`src/rtl/prfPkg.sv`:
```
package prfPkg;
  localparam logic [2:0] OP_NOP   = 3'd0;
  localparam logic [2:0] OP_WR8   = 3'd1;
  localparam logic [2:0] OP_WR16  = 3'd2;
  localparam logic [2:0] OP_INC   = 3'd3;
  localparam logic [2:0] OP_DEC   = 3'd4;
  localparam logic [2:0] OP_ADDHL = 3'd5;
  localparam logic [2:0] OP_XCHG  = 3'd6;

  localparam logic [2:0] IDX_MEM = 3'd6;
  localparam logic [2:0] IDX_ACC = 3'd7;
  localparam logic [1:0] PAIR_HL = 2'd2;

  localparam logic [1:0] ADD_INC  = 2'd0;
  localparam logic [1:0] ADD_DEC  = 2'd1;
  localparam logic [1:0] ADD_PAIR = 2'd2;

  typedef struct packed {
    logic [7:0] wr8;      // one-hot byte write, bit = register index
    logic [3:0] pairWr;   // one-hot pair write, bit = pair index
    logic       useAdder; // pair write takes adder result
    logic [1:0] addSel;   // adder second operand
    logic       xchg;     // swap HL and DE
  } strobeT;
endpackage

```
`src/rtl/prfCtrl.sv`:
```
module prfCtrl
  import prfPkg::*;
(
  input  logic       clk,
  input  logic       rstN,
  input  logic [2:0] op,
  input  logic [2:0] regSel,
  input  logic [1:0] pairSel,
  input  logic [2:0] rdSel8,
  output strobeT     st,
  output logic       memSel
);
  always_comb begin
    st = '0;
    st.addSel = ADD_PAIR;
    unique case (op)
      OP_WR8:   if (regSel != IDX_MEM) st.wr8[regSel] = 1'b1;
      OP_WR16:  st.pairWr[pairSel] = 1'b1;
      OP_INC: begin
        st.pairWr[pairSel] = 1'b1;
        st.useAdder = 1'b1;
        st.addSel = ADD_INC;
      end
      OP_DEC: begin
        st.pairWr[pairSel] = 1'b1;
        st.useAdder = 1'b1;
        st.addSel = ADD_DEC;
      end
      OP_ADDHL: begin
        st.pairWr[PAIR_HL] = 1'b1;
        st.useAdder = 1'b1;
        st.addSel = ADD_PAIR;
      end
      OP_XCHG:  st.xchg = 1'b1;
      default:  st = st;
    endcase
  end

  assign memSel = (rdSel8 == IDX_MEM) || (op == OP_WR8 && regSel == IDX_MEM);

  // at most one target per cycle, never the memory slot
  assert_single_target_R2: assert property (@(posedge clk) disable iff (!rstN)
    $onehot0({st.wr8, st.pairWr, st.xchg}) && !st.wr8[IDX_MEM]);
endmodule

```
`src/rtl/prfDatapath.sv`:
```
module prfDatapath
  import prfPkg::*;
#(
  parameter int DATA_W = 8,
  localparam int PAIR_W = 2 * DATA_W
) (
  input  logic              clk,
  input  logic              rstN,
  input  strobeT            st,
  input  logic [1:0]        pairSel,
  input  logic [DATA_W-1:0] wrData8,
  input  logic [PAIR_W-1:0] wrData16,
  input  logic [2:0]        rdSel8,
  input  logic [1:0]        rdPairSel,
  output logic [DATA_W-1:0] rdData8,
  output logic [PAIR_W-1:0] rdData16,
  output logic [PAIR_W-1:0] memAddr,
  output logic              carryOut
);
  localparam int NUM_PAIRS = 3;

  logic [DATA_W-1:0] byteVal [8];
  logic [PAIR_W-1:0] pairVal [4];
  logic [DATA_W-1:0] accQ;
  logic [PAIR_W-1:0] spQ;
  logic [PAIR_W-1:0] opA, opB, newPair;
  logic [PAIR_W:0]   sum;

  // adder path shared by increment, decrement and add-to-HL
  always_comb begin
    opA = (st.addSel == ADD_PAIR) ? pairVal[PAIR_HL] : pairVal[pairSel];
    unique case (st.addSel)
      ADD_INC: opB = {{(PAIR_W-1){1'b0}}, 1'b1};
      ADD_DEC: opB = {PAIR_W{1'b1}};
      default: opB = pairVal[pairSel];
    endcase
    sum = {1'b0, opA} + {1'b0, opB};
    newPair = st.useAdder ? sum[PAIR_W-1:0] : wrData16;
  end

  assign carryOut = st.useAdder && (st.addSel == ADD_PAIR) && sum[PAIR_W];

  for (genvar i = 0; i < NUM_PAIRS; i++) begin : gPair
    logic [DATA_W-1:0] hiQ, loQ;
    // pairs 1 (DE) and 2 (HL) swap with each other
    localparam int OTHER = NUM_PAIRS - i;
    always_ff @(posedge clk or negedge rstN) begin
      if (!rstN) begin
        hiQ <= '0;
        loQ <= '0;
      end else if (st.xchg && i != 0) begin
        {hiQ, loQ} <= pairVal[OTHER];
      end else if (st.pairWr[i]) begin
        {hiQ, loQ} <= newPair;
      end else begin
        if (st.wr8[2*i])   hiQ <= wrData8;
        if (st.wr8[2*i+1]) loQ <= wrData8;
      end
    end
    assign byteVal[2*i]   = hiQ;
    assign byteVal[2*i+1] = loQ;
    assign pairVal[i]     = {hiQ, loQ};
  end

  always_ff @(posedge clk or negedge rstN) begin
    if (!rstN) begin
      accQ <= '0;
      spQ  <= '0;
    end else begin
      if (st.wr8[IDX_ACC]) accQ <= wrData8;
      if (st.pairWr[3])    spQ  <= newPair;
    end
  end

  assign byteVal[IDX_MEM] = '0;
  assign byteVal[IDX_ACC] = accQ;
  assign pairVal[3]       = spQ;

  assign rdData8  = byteVal[rdSel8];
  assign rdData16 = pairVal[rdPairSel];
  assign memAddr  = pairVal[PAIR_HL];

  assert_xchg_swap_R8: assert property (@(posedge clk) disable iff (!rstN)
    st.xchg |=> (pairVal[2] == $past(pairVal[1])) && (pairVal[1] == $past(pairVal[2])));

  assert_acc_hold_R10: assert property (@(posedge clk) disable iff (!rstN)
    !st.wr8[IDX_ACC] |=> accQ == $past(accQ));

  assert_sp_inc_R5: assert property (@(posedge clk) disable iff (!rstN)
    (st.useAdder && st.addSel == ADD_INC && st.pairWr[3]) |=> spQ == $past(spQ) + 1'b1);

  assert_sp_dec_R6: assert property (@(posedge clk) disable iff (!rstN)
    (st.useAdder && st.addSel == ADD_DEC && st.pairWr[3]) |=> spQ == $past(spQ) - 1'b1);
endmodule

```
`src/rtl/pairRegFile.sv`:
```
module pairRegFile
  import prfPkg::*;
#(
  parameter int DATA_W = 8,
  localparam int PAIR_W = 2 * DATA_W
) (
  input  logic              clk,
  input  logic              rstN,
  input  logic [2:0]        op,
  input  logic [2:0]        regSel,
  input  logic [DATA_W-1:0] wrData8,
  input  logic [1:0]        pairSel,
  input  logic [PAIR_W-1:0] wrData16,
  input  logic [2:0]        rdSel8,
  output logic [DATA_W-1:0] rdData8,
  input  logic [1:0]        rdPairSel,
  output logic [PAIR_W-1:0] rdData16,
  output logic [PAIR_W-1:0] memAddr,
  output logic              memSel,
  output logic              carryOut
);
  strobeT st;

  prfCtrl uCtrl (
    .clk(clk), .rstN(rstN), .op(op), .regSel(regSel), .pairSel(pairSel),
    .rdSel8(rdSel8), .st(st), .memSel(memSel)
  );

  prfDatapath #(.DATA_W(DATA_W)) uDp (
    .clk(clk), .rstN(rstN), .st(st), .pairSel(pairSel), .wrData8(wrData8),
    .wrData16(wrData16), .rdSel8(rdSel8), .rdPairSel(rdPairSel),
    .rdData8(rdData8), .rdData16(rdData16), .memAddr(memAddr),
    .carryOut(carryOut)
  );

  assert_no_carry_R9: assert property (@(posedge clk) disable iff (!rstN)
    (op != OP_ADDHL) |-> !carryOut);

  assert_hl_addr_R4: assert property (@(posedge clk) disable iff (!rstN)
    (rdPairSel == PAIR_HL) |-> memAddr == rdData16);
endmodule

```
`config.mk`:
```
export PLATFORM = sky130hd
export DESIGN_NAME = pairRegFile
export DESIGN_NICKNAME = d
export VERILOG_FILES = /design/src/rtl/prfPkg.sv /design/src/rtl/prfCtrl.sv /design/src/rtl/prfDatapath.sv /design/src/rtl/pairRegFile.sv
export SDC_FILE = /design/constraint.sdc
export NUM_CORES = 1
export LEC_CHECK = 0
export ABC_CLOCK_PERIOD_IN_PS = 3300
export BUFFER_PORTS_ARGS = -buffer_cell sky130_fd_sc_hd__buf_2
export CORE_AREA = 2 2 150 152
export CTS_CLUSTER_SIZE = 16
export DETAILED_ROUTE_END_ITERATION = 7
export DIE_AREA = 0 0 152 154
export GPL_TIMING_DRIVEN = 0
export SLEW_MARGIN = 20
export SYNTH_ARGS = -nofsm -noshare
export SYNTH_HDL_FRONTEND = slang
export SYNTH_HIERARCHICAL = 1
export SYNTH_SLANG_ARGS = --single-unit
export TNS_END_PERCENT = 20
```
`constraint.sdc`:
```
create_clock -name clk -period 3.3 [get_ports clk]
set_input_delay 0.33 -clock clk [delete_from_list [all_inputs] [get_ports clk]]
set_output_delay 0.33 -clock clk [all_outputs]
set_load 0.01 [all_outputs]
```
==> key figures <==
Final layout
  • Final Cell Area: between 8000 and 9000 um2
  • Non-Filler Instances: ~1100
  • Layout cells sized above 1: 0.339
  • Final core utilization: 0.370
  • Commonest cells after routing, fill and taps aside: 79 x buf_2, 77 x nand2_1, 67 x dfrtp_1
  • Most common cell after layout, fill and taps aside: buf_2
  • Final net count: around 860
  • ANT cells: 0
  • P&R area growth vs syn: 25.7%

Pwr
  • P per Cell Area: 807 nW/um2
  • Worst VDD drop: roughly 0.35 mV
  • Pwr Total: around 0.0065 W
  • LEAKAGE: between 3 and 4 nW

Setup path
  • Crit end category: output pin
  • FF-to-FF setup slack: -0.04 ns
  • Critical Path End: carryOut
  • Worst r2r src: uDp/gPair[2].hiQ[2]$_DFFE_PN0P_
  • Startpoint type of the worst setup path: flop
  • Critical Path Fanout Max: 7
  • Worst setup startpoint: uDp/gPair[2].hiQ[1]$_DFFE_PN0P_
  • Req. time, crit path: 2.97 ns
  • Reg2Reg Depth: 10
  • Reg-to-reg critical path endpoint: uDp/gPair[0].hiQ[5]$_DFFE_PN0P_
  • Worst Path Class, Setup: reg2out
  • Critical Path AT: roughly 3.2 ns

CTS
  • Skew-Pair Late Insertion Delay: ~0.35 ns
  • CTS tree: done
  • CTS root buf: clkbuf_16
  • CTS clk-pin slew, worst paths: approximately 0.06 ns
  • CTS Buf Count: 9
  • H-Tree Depth: 3
  • Clock Tree Buf Depth: 2
  • CTS sink count: 72

GRT
  • Pin count of the biggest net entering global routing: 38
  • GRT overflow: 0
  • Global-route usage over all layers: 0.227
  • Initial antenna violation count: 0
  • Vias in the first global route: approximately 6400
  • First-pass GRT wire length: between 40000 and 50000 um

STA
  • Fin crit period: around 3.5 ns
  • Hold Slack: about 0.28 ns
  • RSZ-0062 raised after global routing: yes
  • Final hold violation count: 0
  • Setup Skew: 0.00910 ns
  • Final worst-path cycle share: 1.06
  • Fmax: 285 MHz
  • Final worst slack: -0.208 ns
  • Max-slew violations: 0
  • Worst Tran Pin Value: ~1.0 ns
  • Slew margin rel.: 0.302
  • Final Setup Violations: 2

Route
  • Vias post-DR: 6509
  • Vias/cell: 5.97
  • Detail Route Antenna Nets: 0
  • Drc violations: 0
  • Drt first pass iters: 5
  • Routed wire length: 26600 um
  • WL/cell: approximately 24 um
  • 1st-iter DRT viols: approximately 820

Place
  • Detailed placer's ending HPWL: 19000 um
  • Placed cell areas: approximately 7200 um2
  • Gpl congestion: just under 1
  • Cell count after placement: 1045
  • Number of buffers added on ports: between 70 and 80

Floorplanning
  • Initial Util: 0.294
  • Core Region: 21700 um2
  • Die Y: around 150 um
  • # IOs: just over 80
  • Die Width: approximately 150 um
  • DIE AREA: approximately 23000 um2
  • FP Rows: 54

Synth
  • Syn Area/Cell: between 9 and 10 um2
  • Synth warn: 6
  • Gate Count Post-Synth: 687
  • Mapped cell area: about 6400 um2
  • Synthesized Nets: 743

Worst hold path
  • Min-Delay Path Depth: 3
  • Min-Delay Path Class: in2reg
  • Hold path start: wrData16[9]

Outcome
  • Failing checks: negative setup slack
  • Status: finished with violations

Flow run
  • Maxcap violations: 0
==> layer usage <==
layer,vias to the layer above,track usage,part of all wire
met5,-,0,0
met3,78,0.0575,0.096
li1,2837,-,-
met1,3207,0.307,0.42
met4,0,0.0921,0.039
met2,387,0.346,0.45
==> report_power, final <==
group          leakage, nW  switching, W  internal, W  total (W)
Combinational         2.20       0.00206      0.00176    0.00382
Clock                0.150      0.000401     0.000625    0.00103
Sequential           0.846      0.000416      0.00121    0.00163
Total                 3.20       0.00288      0.00360    0.00648
==> worst max-delay path: stages (launching register included) <==
cell,delay (ns)
dfrtp_1,0.46
mux4_2,0.55
mux2_2,0.34
ha_4,0.31
nand2_1,0.07
o211ai_1,0.18
o211ai_1,0.23
a21oi_4,0.23
o21ai_2,0.07
a211oi_2,0.21
buf_2,0.17
==> metrics by stage <==
step	setup TNS, ns	setup slack (ns)
final	-0.244	-0.208
after floorplan	-0.0302	-0.0302
after CTS	-0.486	-0.319
after global placement	-57.93	-1.36
after detailed placement	-59.53	-1.40
after global routing	-2.07	-0.355
==> worst min path at each step <==
stage                                          to  slack (ns)
after global routing      uDp/spQ[13]$_DFFE_PN0P_        0.29
final                      uDp/spQ[9]$_DFFE_PN0P_        0.28
after floorplan           uDp/accQ[0]$_DFFE_PN0P_        0.03
after global placement    uDp/accQ[3]$_DFFE_PN0P_        0.48
after detailed placement   uDp/spQ[4]$_DFFE_PN0P_        0.34
after CTS                  uDp/spQ[9]$_DFFE_PN0P_        0.27
==> flip-flops by register name, indices dropped and copies added, names as in the netlist <==
signal	cells
uDp/gPair.loQ	24
uDp/spQ	16
uDp/gPair.hiQ	24
uDp/accQ	8
==> cell type report <==
type / count / area (um2)
fill: 2220 / 13700
multi-input combinational: 544 / 4530
sequential: 72 / 1810
timing repair buffer: 110 / 688
tap: 280 / 350
buffer: 51 / 280
clock buffer: 13 / 260
inverter: 18 / 67.6
clock inverter: 3 / 40.0
==> repair_timing <==
item,CTS,global route
hold buffers,1,0
buffers inserted,18,13
resized for setup,44,26
endpoints found under the setup margin,60,45
endpoints found under the hold margin,35,0
pin swaps,9,13
Note: power is estimated with default switching activity, not from simulation.
